### src/rtl/rbag_pkg.sv
package rbag_pkg;
  localparam int unsigned TBL_DEPTH = 32;
  localparam int unsigned IDX_W     = $clog2(TBL_DEPTH);
  localparam int unsigned WORD_W    = 16;
  localparam int unsigned OFS_W     = 16;
  localparam int unsigned OFS_USED  = 12;
  localparam int unsigned STEP_W    = 7;
  localparam int unsigned RBP_W     = 23;
  localparam int unsigned CNT_W     = WORD_W + 1;

  typedef struct packed {
    logic [IDX_W-1:0] idx;
    logic             use_ofs;
    logic             next_word;
    logic             table_mode;
  } addr_ctl_t;
endpackage

### src/rtl/rbag_base_table.sv
module rbag_base_table #(
  parameter int unsigned DEPTH = 32,
  parameter int unsigned DW    = 16,
  localparam int unsigned IW   = $clog2(DEPTH)
) (
  input  logic          clk,
  input  logic          rst_n,
  input  logic          wr_en,
  input  logic [IW-1:0] wr_idx,
  input  logic [DW-1:0] wr_data,
  input  logic [IW-1:0] rd_idx,
  output logic [DW-1:0] rd_data
);
  logic [DW-1:0] slot_q [DEPTH];

  for (genvar i = 0; i < DEPTH; i++) begin : g_slot
    logic          slot_en;
    logic [DW-1:0] slot_d;
    always_comb begin
      slot_en = wr_en && (wr_idx == IW'(i));
      slot_d  = slot_en ? wr_data : slot_q[i];
    end
    always_ff @(posedge clk or negedge rst_n) begin
      if (!rst_n) slot_q[i] <= '0;
      else        slot_q[i] <= slot_d;
    end
  end

  assign rd_data = slot_q[rd_idx];

  // a write is visible in the selected slot on the next cycle
  assert_tbl_write_R3: assert property (@(posedge clk) disable iff (!rst_n)
    ($past(rst_n) && $past(wr_en)) |-> (slot_q[$past(wr_idx)] == $past(wr_data)));
endmodule

### src/rtl/rbag_ring_ctr.sv
module rbag_ring_ctr #(
  parameter int unsigned MASK_W = 16,
  localparam int unsigned CW    = MASK_W + 1
) (
  input  logic              clk,
  input  logic              rst_n,
  input  logic              step_en,
  input  logic [MASK_W-1:0] ring_mask,
  output logic [CW-1:0]     cnt
);
  logic [CW-1:0] cnt_q, cnt_d, dec;

  always_comb begin
    dec   = cnt_q - CW'(1);
    cnt_d = cnt_q;
    if (step_en) begin
      if (dec == '0) cnt_d = {1'b0, ring_mask} + CW'(1);
      else           cnt_d = dec;
    end
  end

  always_ff @(posedge clk or negedge rst_n) begin
    if (!rst_n) cnt_q <= CW'(1);
    else        cnt_q <= cnt_d;
  end

  assign cnt = cnt_q;

  // counter never rests at zero
  assert_cnt_nonzero_R9: assert property (@(posedge clk) disable iff (!rst_n)
    cnt_q != '0);
  // plain decrement
  assert_cnt_dec_R9: assert property (@(posedge clk) disable iff (!rst_n)
    ($past(rst_n) && $past(step_en) && ($past(cnt_q) != CW'(1)))
      |-> (cnt_q == $past(cnt_q) - CW'(1)));
  // reload from mask on reaching zero
  assert_cnt_reload_R9: assert property (@(posedge clk) disable iff (!rst_n)
    ($past(rst_n) && $past(step_en) && ($past(cnt_q) == CW'(1)))
      |-> (cnt_q == {1'b0, $past(ring_mask)} + CW'(1)));
  // hold without strobe
  assert_cnt_hold_R9: assert property (@(posedge clk) disable iff (!rst_n)
    ($past(rst_n) && !$past(step_en)) |-> $stable(cnt_q));
endmodule

### src/rtl/rbag_addr_calc.sv
module rbag_addr_calc #(
  parameter int unsigned WORD_W = 16,
  parameter int unsigned OFS_U  = 12,
  parameter int unsigned CW     = 17,
  parameter int unsigned RBP_W  = 23,
  parameter int unsigned AW     = 21,
  localparam int unsigned SUM_W = CW + 2,
  localparam int unsigned BSUM_W = RBP_W + 1
) (
  input  logic [WORD_W-1:0] base,
  input  logic [OFS_U-1:0]  ofs_lo,
  input  logic              use_ofs,
  input  logic              next_word,
  input  logic              table_mode,
  input  logic [CW-1:0]     cnt,
  input  logic [WORD_W-1:0] ring_mask,
  input  logic [RBP_W-1:0]  ring_base,
  output logic [AW-1:0]     byte_addr
);
  logic [SUM_W-1:0]  word_sum;
  logic [WORD_W-1:0] word;
  logic [BSUM_W-1:0] byte_sum;
  logic              unused_hi;

  always_comb begin
    word_sum = SUM_W'(base);
    if (use_ofs)     word_sum = word_sum + SUM_W'(ofs_lo);
    if (next_word)   word_sum = word_sum + SUM_W'(1);
    if (!table_mode) word_sum = word_sum + SUM_W'(cnt);
    word = table_mode ? word_sum[WORD_W-1:0]
                      : (word_sum[WORD_W-1:0] & ring_mask);
    byte_sum  = BSUM_W'({word, 1'b0}) + BSUM_W'(ring_base);
    byte_addr = byte_sum[AW-1:0];
  end

  assign unused_hi = ^{word_sum[SUM_W-1:WORD_W], byte_sum[BSUM_W-1:AW]};
endmodule

### src/rtl/ring_addr_gen.sv
module ring_addr_gen
  import rbag_pkg::*;
#(
  parameter int unsigned MEM_BYTES = 2097152,
  localparam int unsigned AW = (MEM_BYTES == 8388608) ? 23 : 21
) (
  input  logic                clk,
  input  logic                rst_n,
  input  logic                tbl_we,
  input  logic [IDX_W-1:0]    tbl_idx,
  input  logic [WORD_W-1:0]   tbl_wdata,
  input  logic                req,
  input  logic [STEP_W-1:0]   step,
  input  logic [IDX_W-1:0]    sel_idx,
  input  logic                use_ofs,
  input  logic                next_word,
  input  logic                table_mode,
  input  logic [OFS_W-1:0]    ofs_reg,
  input  logic [WORD_W-1:0]   ring_mask,
  input  logic [RBP_W-1:0]    ring_base,
  input  logic                sample_end,
  output logic                addr_valid,
  output logic [AW-1:0]       addr,
  output logic [CNT_W-1:0]    ring_cnt
);
  // only two memory sizes are legal
  if (MEM_BYTES != 2097152 && MEM_BYTES != 8388608) begin : g_bad_mem_size
    $error("ring_addr_gen: MEM_BYTES must be 2097152 or 8388608");
  end

  // reset: asserted asynchronously, released on the clock
  logic [1:0] rst_sync_q;
  logic       rst_int_n;
  always_ff @(posedge clk or negedge rst_n) begin
    if (!rst_n) rst_sync_q <= 2'b00;
    else        rst_sync_q <= {rst_sync_q[0], 1'b1};
  end
  assign rst_int_n = rst_sync_q[1];

  addr_ctl_t         ctl;
  logic [WORD_W-1:0] base_word;
  logic [AW-1:0]     calc_addr;
  logic              accept;
  logic              unused_in;

  always_comb begin
    ctl.idx        = sel_idx;
    ctl.use_ofs    = use_ofs;
    ctl.next_word  = next_word;
    ctl.table_mode = table_mode;
    accept         = req && step[0];
  end

  rbag_base_table #(.DEPTH(TBL_DEPTH), .DW(WORD_W)) u_table (
    .clk     (clk),
    .rst_n   (rst_int_n),
    .wr_en   (tbl_we),
    .wr_idx  (tbl_idx),
    .wr_data (tbl_wdata),
    .rd_idx  (ctl.idx),
    .rd_data (base_word)
  );

  rbag_ring_ctr #(.MASK_W(WORD_W)) u_ctr (
    .clk       (clk),
    .rst_n     (rst_int_n),
    .step_en   (sample_end),
    .ring_mask (ring_mask),
    .cnt       (ring_cnt)
  );

  rbag_addr_calc #(
    .WORD_W (WORD_W),
    .OFS_U  (OFS_USED),
    .CW     (CNT_W),
    .RBP_W  (RBP_W),
    .AW     (AW)
  ) u_calc (
    .base       (base_word),
    .ofs_lo     (ofs_reg[OFS_USED-1:0]),
    .use_ofs    (ctl.use_ofs),
    .next_word  (ctl.next_word),
    .table_mode (ctl.table_mode),
    .cnt        (ring_cnt),
    .ring_mask  (ring_mask),
    .ring_base  (ring_base),
    .byte_addr  (calc_addr)
  );

  // output register with explicit enable
  logic [AW-1:0] addr_q, addr_d;
  logic          valid_q, valid_d;

  always_comb begin
    valid_d = accept;
    addr_d  = accept ? calc_addr : addr_q;
  end

  always_ff @(posedge clk or negedge rst_int_n) begin
    if (!rst_int_n) begin
      addr_q  <= '0;
      valid_q <= 1'b0;
    end else begin
      addr_q  <= addr_d;
      valid_q <= valid_d;
    end
  end

  assign addr_valid = valid_q;
  assign addr       = addr_q;
  assign unused_in  = ^{ofs_reg[OFS_W-1:OFS_USED], step[STEP_W-1:1]};

  // a valid pulse only follows an odd-step request
  assert_valid_source_R2: assert property (@(posedge clk) disable iff (!rst_int_n)
    ($past(rst_int_n) && valid_q) |-> ($past(req) && $past(step[0])));
  // even-step requests are dropped
  assert_even_dropped_R2: assert property (@(posedge clk) disable iff (!rst_int_n)
    (req && !step[0]) |=> !valid_q);
  // address register holds when nothing is accepted
  assert_addr_hold_R2: assert property (@(posedge clk) disable iff (!rst_int_n)
    !(req && step[0]) |=> $stable(addr_q));
  // valid lasts one cycle for a single request
  assert_valid_single_R2: assert property (@(posedge clk) disable iff (!rst_int_n)
    (valid_q && !(req && step[0])) |=> !valid_q);
endmodule

### config.mk
export PLATFORM = sky130hd
export DESIGN_NAME = ring_addr_gen
export DESIGN_NICKNAME = d
export VERILOG_FILES = /design/src/rtl/rbag_pkg.sv /design/src/rtl/rbag_base_table.sv /design/src/rtl/rbag_ring_ctr.sv /design/src/rtl/rbag_addr_calc.sv /design/src/rtl/ring_addr_gen.sv
export SDC_FILE = /design/constraint.sdc
export NUM_CORES = 1
export LEC_CHECK = 0
export CAP_MARGIN = 10
export CORE_MARGIN = 5
export CORE_UTILIZATION = 45
export CTS_BUF_LIST = sky130_fd_sc_hd__clkbuf_4
export DETAILED_ROUTE_END_ITERATION = 10
export SLEW_MARGIN = 20
export SYNTH_ARGS = -nofsm -noshare
export SYNTH_HDL_FRONTEND = slang
export SYNTH_SLANG_ARGS = --single-unit
### constraint.sdc
create_clock -name clk -period 19 [get_ports clk]
set_input_delay 3.8 -clock clk [delete_from_list [all_inputs] [get_ports clk]]
set_output_delay 3.8 -clock clk [all_outputs]
set_load 0.01 [all_outputs]
After elaboration in Yosys (flattened, before gate mapping)
Index checks and enable logic that the tools add are counted.

Output and inout port bits: 39. Bits of input ports: 96. Bits in registers: 553. Word-level logic and storage cells: 119.

Bitwise operators: 2. Reductions and logical operators: 35. Add/sub/neg operators: 6. Magnitude comparators: 1. Muxes and demuxes: 8. Equal/unequal tests: 31.

Operators by type and width (number): 16-bit two-way mux (6); 16-bit binary-select mux with 5-bit select (1); 5-bit == test (second input constant) (16); 5-bit by 4-bit == test with 1-bit output (second input constant) (8); 1-bit logical AND (33); 17-bit by 21-bit adder with 21-bit output (1); 5-bit by 3-bit == test with 1-bit output (second input constant) (4); 16-bit by 1-bit adder with 17-bit output (second input constant) (1); 17-bit zero test (1); 17-bit two-way mux (1); 17-bit by 1-bit subtractor with 17-bit output (second input constant) (1); 16-bit by 1-bit adder with 16-bit output (second input constant) (1); 16-bit by 12-bit adder with 16-bit output (1); 16-bit adder (1); 16-bit AND (1); 5-bit by 2-bit == test with 1-bit output (second input constant) (2); 6-bit greater-or-equal comparator (second input constant) (1); 5-bit NOT with 6-bit output (1); 5-bit by 1-bit == test with 1-bit output (second input constant) (1); 5-bit zero test (1).

Longest topological paths before layout
Gate-level depths: netlist (run 1).

Word-level depth: 13. Mapped depth: 36. Depth with buffers taken out: 32.

By module
A second synthesis (run 1) with hierarchy kept.

Cells, all modules: 2393. Area total of the unflattened synthesis: 29264.3 µm².

By module, submodules not included: rbag_base_table (cells an instance 1731, area an instance 23785.3 µm², instances 1, seq. area each 12812.3 µm²); rbag_addr_calc (cells an instance 428, area an instance 3052.9 µm², instances 1, seq. area each 0.0 µm²); rbag_ring_ctr (cells an instance 184, area an instance 1481.4 µm², instances 1, seq. area each 426.7 µm²); ring_addr_gen (cells an instance 50, area an instance 944.7 µm², instances 1, seq. area each 600.6 µm²).

Least setup slack after synthesis (run 1)
No wires, ideal clock.

Kind: input to register. From: input sel_idx[0]. To: register addr_q[19], in the netlist addr[19]. Arrival: 10.719 ns. Required time: 18.864 ns. Slack: 8.145 ns. Path buffers: 5. Setup time: 0.136 ns. Cell stages on the path: 32. Path through: buf_6 -> buf_4 -> buf_4 -> buf_4 -> buf_4 -> nand2_1 -> and3_1 -> or4_1 -> inv_1 -> ha_1 -> a211oi_1 -> o21bai_1 -> a21oi_1 -> xnor2_1 -> mux2i_1 -> nor4_4 -> or4b_4 -> nor4_4 -> mux2i_1 -> nor2_1 -> ha_1 -> and3_1 -> a2111oi_0 -> a21oi_1 -> o21ai_0 -> or3b_1 -> ha_1 -> nand3_1 -> a211oi_1 -> o311ai_0 -> xor2_1 -> o21ai_0.

Longest elaborated chain between the ends: 13.

Ends and longest elaborated chain: start: declaration (line ring_addr_gen.sv:14) `input logic [IDX_W-1:0] sel_idx,`; 5-bit NOT with 6-bit output (implied by the code) (*) (line rbag_base_table.sv:29) `assign rd_data = slot_q[rd_idx];`; 16-bit binary-select mux with 5-bit select (*) (line rbag_base_table.sv:29); 16-bit two-way mux (implied by the code) (*) (2 in series) (line rbag_base_table.sv:29); 16-bit by 12-bit adder with 16-bit output (line rbag_addr_calc.sv:27) `if (use_ofs) word_sum = word_sum + SUM_W'(ofs_lo);`; 16-bit two-way mux (*) (line rbag_addr_calc.sv:27); 16-bit by 1-bit adder with 16-bit output (line rbag_addr_calc.sv:28) `if (next_word) word_sum = word_sum + SUM_W'(1);`; 16-bit two-way mux (*) (line rbag_addr_calc.sv:28); 16-bit adder (line rbag_addr_calc.sv:29) `if (!table_mode) word_sum = word_sum + SUM_W'(cnt);`; 16-bit two-way mux (*) (line rbag_addr_calc.sv:29); 16-bit AND (line rbag_addr_calc.sv:31) `: (word_sum[WORD_W-1:0] & ring_mask);`; 16-bit two-way mux (*) (line rbag_addr_calc.sv:30) `word = table_mode ? word_sum[WORD_W-1:0]`; 17-bit by 21-bit adder with 21-bit output (*) (line rbag_addr_calc.sv:32) `byte_sum = BSUM_W'({word, 1'b0}) + BSUM_W'(ring_base);`; end signal: assignment (line ring_addr_gen.sv:104) `addr_q <= addr_d;`; end: declaration (line ring_addr_gen.sv:91) `logic [AW-1:0] addr_q, addr_d;`.

Mark *: on every way between the ends. The rest lies on a longest branch, timed or not. The select of a mux whose other input is x is not followed. A chain may end at the register's enable or synchronous reset.

Final worst setup path (run 1)
From: input sel_idx[1]. To: register addr_q[19], in the netlist addr[19].

Same word-level chain as after synthesis.

==> results.yml, run 1 <==
run_status:
  status: "finished clean"
pwr:
  pwr-share-seq_pct: 44.0
  switchingPower_uw: 1070
  ir_worst_vdd_uv: 58.8
  p_clk_share_pct: 30.4
  p_int_uw: 2480
  swShare_pct: 30.1
  power_per_cell_area_mw_per_mm2: 110
  power.leakage_uw: 0.0147
  combPwrFrac_pct: 25.6
sta:
  tns_ns: 0
  relSlewSlack_pct: 22.7
  maxSlewViolCount: 0
  fin_worst_skew_ns: 0.0503
  rsz0062_at_grt: "false"
  tightest_slew_ns: 1.15
  max_freq_mhz: 88.3
  period_share_pct: 59.6
  setup_viol: 0
  report.final.hold_viol_count: 0
  period_needed_ns: 11.32
floorplan:
  die_area_mm2: 0.0685
  core_mm2: 0.0630
  die_h_um: 262
  rows: 92
  start_util_pct: 45.3
  die_x_um: 262
  ios: 135
critical_path:
  cpMostUsedCell: "ha_1"
  r2r-start: "u_table.slot_q[1]"
  critical_path_class: "in2reg"
  worstPathMaxFanout: 103
  worstPathArrival_ns: 12.21
  cp_slowest_cell: "buf_12"
  critPathCaptureType: "flip-flop"
  reg2reg_setup_slack_ns: 11.45
  r2r_cells: 28
  crit_path_start_kind: "primary input"
  critical-path-max-stage-delay_ns: 0.65
  crit_required_ns: 19.89
  r2r_end: "addr[19]"
global_routing:
  overflow: 0
  grt_pass1_wl_mm: 120
  antenna_found_initial: 5
  first_global_vias: 20304
  grt_max_degree: 174
  grt_usage_pct: 22.9
clocking:
  cts_max_path_buffers: 3
  clk_pin_slew_ns: 0.06
  post_cts_buffers: 0
  numCtsBuffers: 151
  cts_sinks: 553
  hold_buffers: 0
  clockRootBuffer: "clkbuf_4"
  clk_latency_ns: 0.98
  cts_tree: "yes"
  cts_max_level: 4
  postCtsResizedCells: 0
yosys:
  syn_area_mm2: 0.0285
  post_synth_num_cell_types: 75
  synth_top_area_share_pct: 48.4
  synth_seq_cells: 553
  synth-edff-count: 0
  synth_top_area_cell: "dfrtp_1"
  synth_most_common_cell: "dfrtp_1"
  yosys-top-cells-count: "dfrtp_1 (552), mux2_2 (518), mux2i_1 (128), clkbuf_1 (122), nand2_1 (111)"
  syn-instance-count: 2241
  synth_nets: 2390
  yosys_warnings: 0
  synth_seq_area_share_pct: 48.5
  synth-main-ff-cell: "dfrtp_1"
  synth.area.top_cells: "dfrtp_1 (48%), mux2_2 (20%), mux4_2 (5.3%)"
  async_reset_ff_share_pct: 100
  avgSynthCellArea_um2: 12.7
placed_design:
  gp_congestion: 0.877
  io_buffers: 122
  place_area_mm2: 0.0305
  dp_hpwl_mm: 50.9
route:
  num_vias: 19333
  firstDrtPassIters: 5
  drt_iter0_markers: 1126
  vias_per_cell: 5.76
  postRouteAntennaNets: 0
  drt-total-wl_mm: 77.7
  drc_errors: 0
  wire_per_inst_um: 23.1
cells_and_area:
  finish.instance_area_mm2: 0.0323
  multi_input_area_mm2: 0.0139
  drive_gt1_share_pct: 36.7
  fillers: 5541
  seq_area_mm2: 0.0138
  area_growth_pct: 13.4
  nets: 2552
  finalCoreUtilization_pct: 51.4
run:
  max-cap-violations: 0
worst_hold_path:
  hold_class: "reg2async"
-- cell families after synthesis --
family                   share of synthesized area [%]
other                                           0.0131
XOR/XNOR                                          2.03
AND/OR/NAND/NOR                                   6.40
multiplexers                                      30.7
buffers and inverters                             3.16
flip-flops                                        48.5
adder cells (fa/ha/maj)                           2.40
AO/OA/AOI/OAI                                     6.80
-- placed cells by master (no fill, tap or decap), types with 7 or more instances in the layout --
master,count
dfrtp_1,551
mux2_2,518
clkbuf_4,226
mux2i_1,128
nand2_1,111
clkdlybuf4s50_1,104
mux4_2,67
o21ai_0,67
nor2_1,63
a21oi_1,51
ha_1,50
buf_4,46
nand3_1,43
xnor2_1,37
a22oi_1,36
inv_1,34
xor2_1,29
nor3_1,20
clkinv_1,20
nor2b_1,18
nand2b_1,17
o22ai_1,17
buf_2,16
or3_1,15
a22o_1,14
a31oi_1,13
and3_1,13
a21o_1,13
a221oi_1,11
nand4_1,11
a211oi_1,8
and2_1,7
or2_2,7
o21a_1,7
-- power by group through the flow --
stage               sequential, uW  combinational [uW]  clock [uW]
finish                        1560                 908        1080
global placement              1560                 885           0
floorplan                     1570                 643           0
global route                  1590                1000        1180
CTS                           1560                 915        1120
detailed placement            1580                 912           0
-- worst max-delay path, delay by kind of cell --
| family | cells | cell delay [ns] |
|---|---|---|
| buf+inv | 2 | 1.17 |
| compound gates | 11 | 2.53 |
| simple gates | 8 | 2.24 |
| fa+ha+maj | 3 | 0.97 |
| mux | 3 | 1.02 |
| xor+xnor | 2 | 0.30 |
-- worst max-delay path by stage --
stage	startpoint	end	slack, ns	depth (start not counted)
final	sel_idx[1]	addr[19]	7.68	29
after global routing	sel_idx[1]	addr[19]	6.99	29
after CTS	sel_idx[1]	addr[19]	7.69	30
after detailed placement	sel_idx[1]	addr[19]	6.59	30
after global placement	sel_idx[1]	addr[19]	6.69	29
after floorplan	rst_sync_q[1]	addr[0]	2.45	0
-- cell type report --
type	instances	share of cell area, %
antenna	5	0.0387
clock buffer	226	5.24
clock inverter	32	0.700
inverter	34	0.395
multi-input combinational	1493	42.8
sequential	553	42.8
tap	846	3.27
timing repair buffer	170	4.74
-- per-layer routing --
layer	vias to the layer above	share of wire, %	GRT usage (%)	routed length [um]
met5	-	0	0	0
met4	0	3.1	9.05	2430
met3	137	5.2	4.76	4070
met2	541	47	35.9	36700
met1	9973	44	31.5	34600
li1	8682	-	-	-
-- through the flow --
| stage | setup WS [ns] | power (uW) | instances | hold WS (ns) |
|---|---|---|---|---|
| after floorplan | 2.45 | 2210 | 2241 | 0.331 |
| after global placement | 6.69 | 2450 | 3096 | 0.332 |
| after detailed placement | 6.59 | 2490 | 3096 | 0.342 |
| after CTS | 7.69 | 3590 | 3354 | 0.336 |
| after global routing | 6.99 | 3770 | 3359 | 0.345 |
| final | 7.68 | 3550 | 3359 | 0.299 |
-- sequential cells by signal, indices dropped and copies added (netlist names) --
register        cells
u_ctr.cnt          17
addr_valid          1
rst_sync_q          2
addr               21
u_table.slot_q    512
(Power assumes the default switching activity.)
==> inputs of run 2 (changes only) <==
==> constraint.sdc (replaced) <==
create_clock -name clk -period 9.1 [get_ports clk]
set_input_delay 1.82 -clock clk [delete_from_list [all_inputs] [get_ports clk]]
set_output_delay 1.82 -clock clk [all_outputs]
set_load 0.01 [all_outputs]
==> run 2 against run 1 <==
Net effect:
- clock power increased by 110%
- clock skew grew 0.045 ns
- core utilization up 0.75 points
==> results.yml, run 2 (same netlist as run 1, synthesis figures left out) <==
run_status:
  status: "finished clean"
pwr:
  power_per_cell_area_mw_per_mm2: 227
  pwr-share-seq_pct: 43.9
  p_clk_share_pct: 29.9
  combPwrFrac_pct: 26.2
  p_int_uw: 5180
  switchingPower_uw: 2250
  power.leakage_uw: 0.0150
  swShare_pct: 30.3
  ir_worst_vdd_uv: 112
route:
  vias_per_cell: 5.71
  wire_per_inst_um: 22.7
  postRouteAntennaNets: 0
  drt_iter0_markers: 1267
  drt-total-wl_mm: 77.3
  num_vias: 19468
  firstDrtPassIters: 5
  drc_errors: 0
global_routing:
  grt_pass1_wl_mm: 119
  first_global_vias: 20430
  grt_max_degree: 184
  overflow: 0
  antenna_found_initial: 5
  grt_usage_pct: 22.7
clocking:
  post_cts_buffers: 0
  clk_pin_slew_ns: 0.06
  numCtsBuffers: 152
  clockRootBuffer: "clkbuf_4"
  postCtsResizedCells: 0
  hold_buffers: 0
  cts_tree: "yes"
  cts_max_path_buffers: 3
  cts_max_level: 4
  clk_latency_ns: 1.01
  cts_sinks: 553
sta:
  fin_worst_skew_ns: 0.0956
  tns_ns: 0
  setup_viol: 0
  rsz0062_at_grt: "false"
  period_needed_ns: 8.14
  holdWs_ns: 0.332
  max_freq_mhz: 123
  tightest_slew_ns: 1.19
  relSlewSlack_pct: 20.7
  period_share_pct: 89.4
  maxSlewViolCount: 0
  report.final.hold_viol_count: 0
critical_path:
  path_delay_family: "compound AO/OA/AOI/OAI gates"
  crit_required_ns: 10.03
  cpMostUsedCell: "o21ai_0"
  crit_path_start_kind: "primary input"
  worstPathMaxFanout: 14
  crit_buf_inv: 4
  critical_path_class: "in2reg"
  critPathCaptureType: "flip-flop"
  critical-path-max-stage-delay_ns: 0.51
  cp_slowest_cell: "clkdlybuf4s50_1"
  worstPathArrival_ns: 9.06
floorplan:
  rows: 92
  core_mm2: 0.0630
  die_h_um: 262
  die_x_um: 262
  ios: 135
  start_util_pct: 45.3
  die_area_mm2: 0.0685
placed_design:
  io_buffers: 122
  place_area_mm2: 0.0309
  gp_congestion: 0.886
  dp_hpwl_mm: 52.2
cells_and_area:
  final_cell_mix: "dfrtp_1 (551), mux2_2 (518), clkbuf_4 (224)"
  largest_reg_flops: 512
  largest-register: "u_table.slot_q"
  final_common_cell: "dfrtp_1"
  nets: 2605
  finish.instance_area_mm2: 0.0328
  drive_gt1_share_pct: 38.1
  area_growth_pct: 15.1
worst_hold_path:
  hold_class: "reg2async"
run:
  max-cap-violations: 0
-- run 2: changes by cell type in the layout (fill, tap and decap cells not counted), moves of 2 or more --
cell,previous run,this run
inv_6,0,2
nor2_2,3,6
inv_2,1,4
clkbuf_4,226,224
buf_12,2,9
clkinv_2,2,0
buf_16,0,2
nand2_1,111,109
buf_4,46,90
nand2_2,0,2
clkinv_1,20,17
nor2_4,3,0
-- run 2: power by group through the flow --
stage / combinational (uW) / sequential [uW] / clock (uW)
3_5_place_dp: 1950 / 3300 / 0
3_3_place_gp: 1890 / 3260 / 0
2_1_floorplan: 1340 / 3270 / 0
5_1_grt: 2140 / 3320 / 2440
6_report: 1940 / 3260 / 2230
4_1_cts: 1960 / 3260 / 2300
-- run 2: worst paths after layout --
path | end | start | slack (ns) | depth (start not counted)
worst min-delay path | u_table.slot_q[103] | rst_sync_q[1] | 0.33 | 0
worst max register to register | addr[19] | u_table.slot_q[1] | 1.94 | 28
worst max-delay path | addr[19] | sel_idx[3] | 0.96 | 31
worst min register to register | u_table.slot_q[103] | rst_sync_q[1] | 0.33 | 0
max in group asynchronous | u_table.slot_q[464] | rst_sync_q[1] | 7.30 | 2
min in group clk | rst_sync_q[1] | rst_sync_q[0] | 0.34 | 0
-- run 2: area by class of cell --
| class | count | area [um2] |
|---|---|---|
| Timing Repair Buffer | 222 | 2050 |
| Clock buffer | 224 | 1680 |
| Inverter | 34 | 128 |
| Multi-Input combinational cell | 1493 | 13800 |
| Tap cell | 846 | 1060 |
| Antenna cell | 4 | 10.0 |
| Clock inverter | 31 | 208 |
| Sequential cell | 553 | 13800 |
| Fill cell | 5478 | 30100 |
-- run 2: worst reg2reg max path: cells and delay by family, from the launching register on --
kind                       cells  cell delay [ns]
xor gates and xnor gates       2             0.32
DFF                            1             0.35
and+or+nand+nor               10             2.23
adders and majority gates      3             1.09
AOI/OAI and AO/OA             10             2.45
buffers and inverters          1             0.16
muxes                          2             0.54
-- run 2: metrics by stage --
step | cells | setup slack, ns | power, uW | util (%)
detailed placement | 3146 | 0.0538 | 5250 | 49.1
floorplan | 2241 | 0.102 | 4620 | -
global placement | 3146 | 0.135 | 5160 | 49.1
CTS | 3401 | 1.17 | 7520 | 52.1
global route | 3407 | 0.386 | 7910 | 52.1
finish | 3407 | 0.961 | 7430 | 52.1
-- run 2: routing by layer --
metal  vias to the layer above  wire (um)  track usage (%)  share of wire, %
met4                         0       2100             8.22               2.7
li1                       8779          -                -                 -
met1                     10015      34100             31.0                44
met2                       535      36900             35.7                48
met5                         -          0                0                 0
met3                       139       4270             5.51               5.5
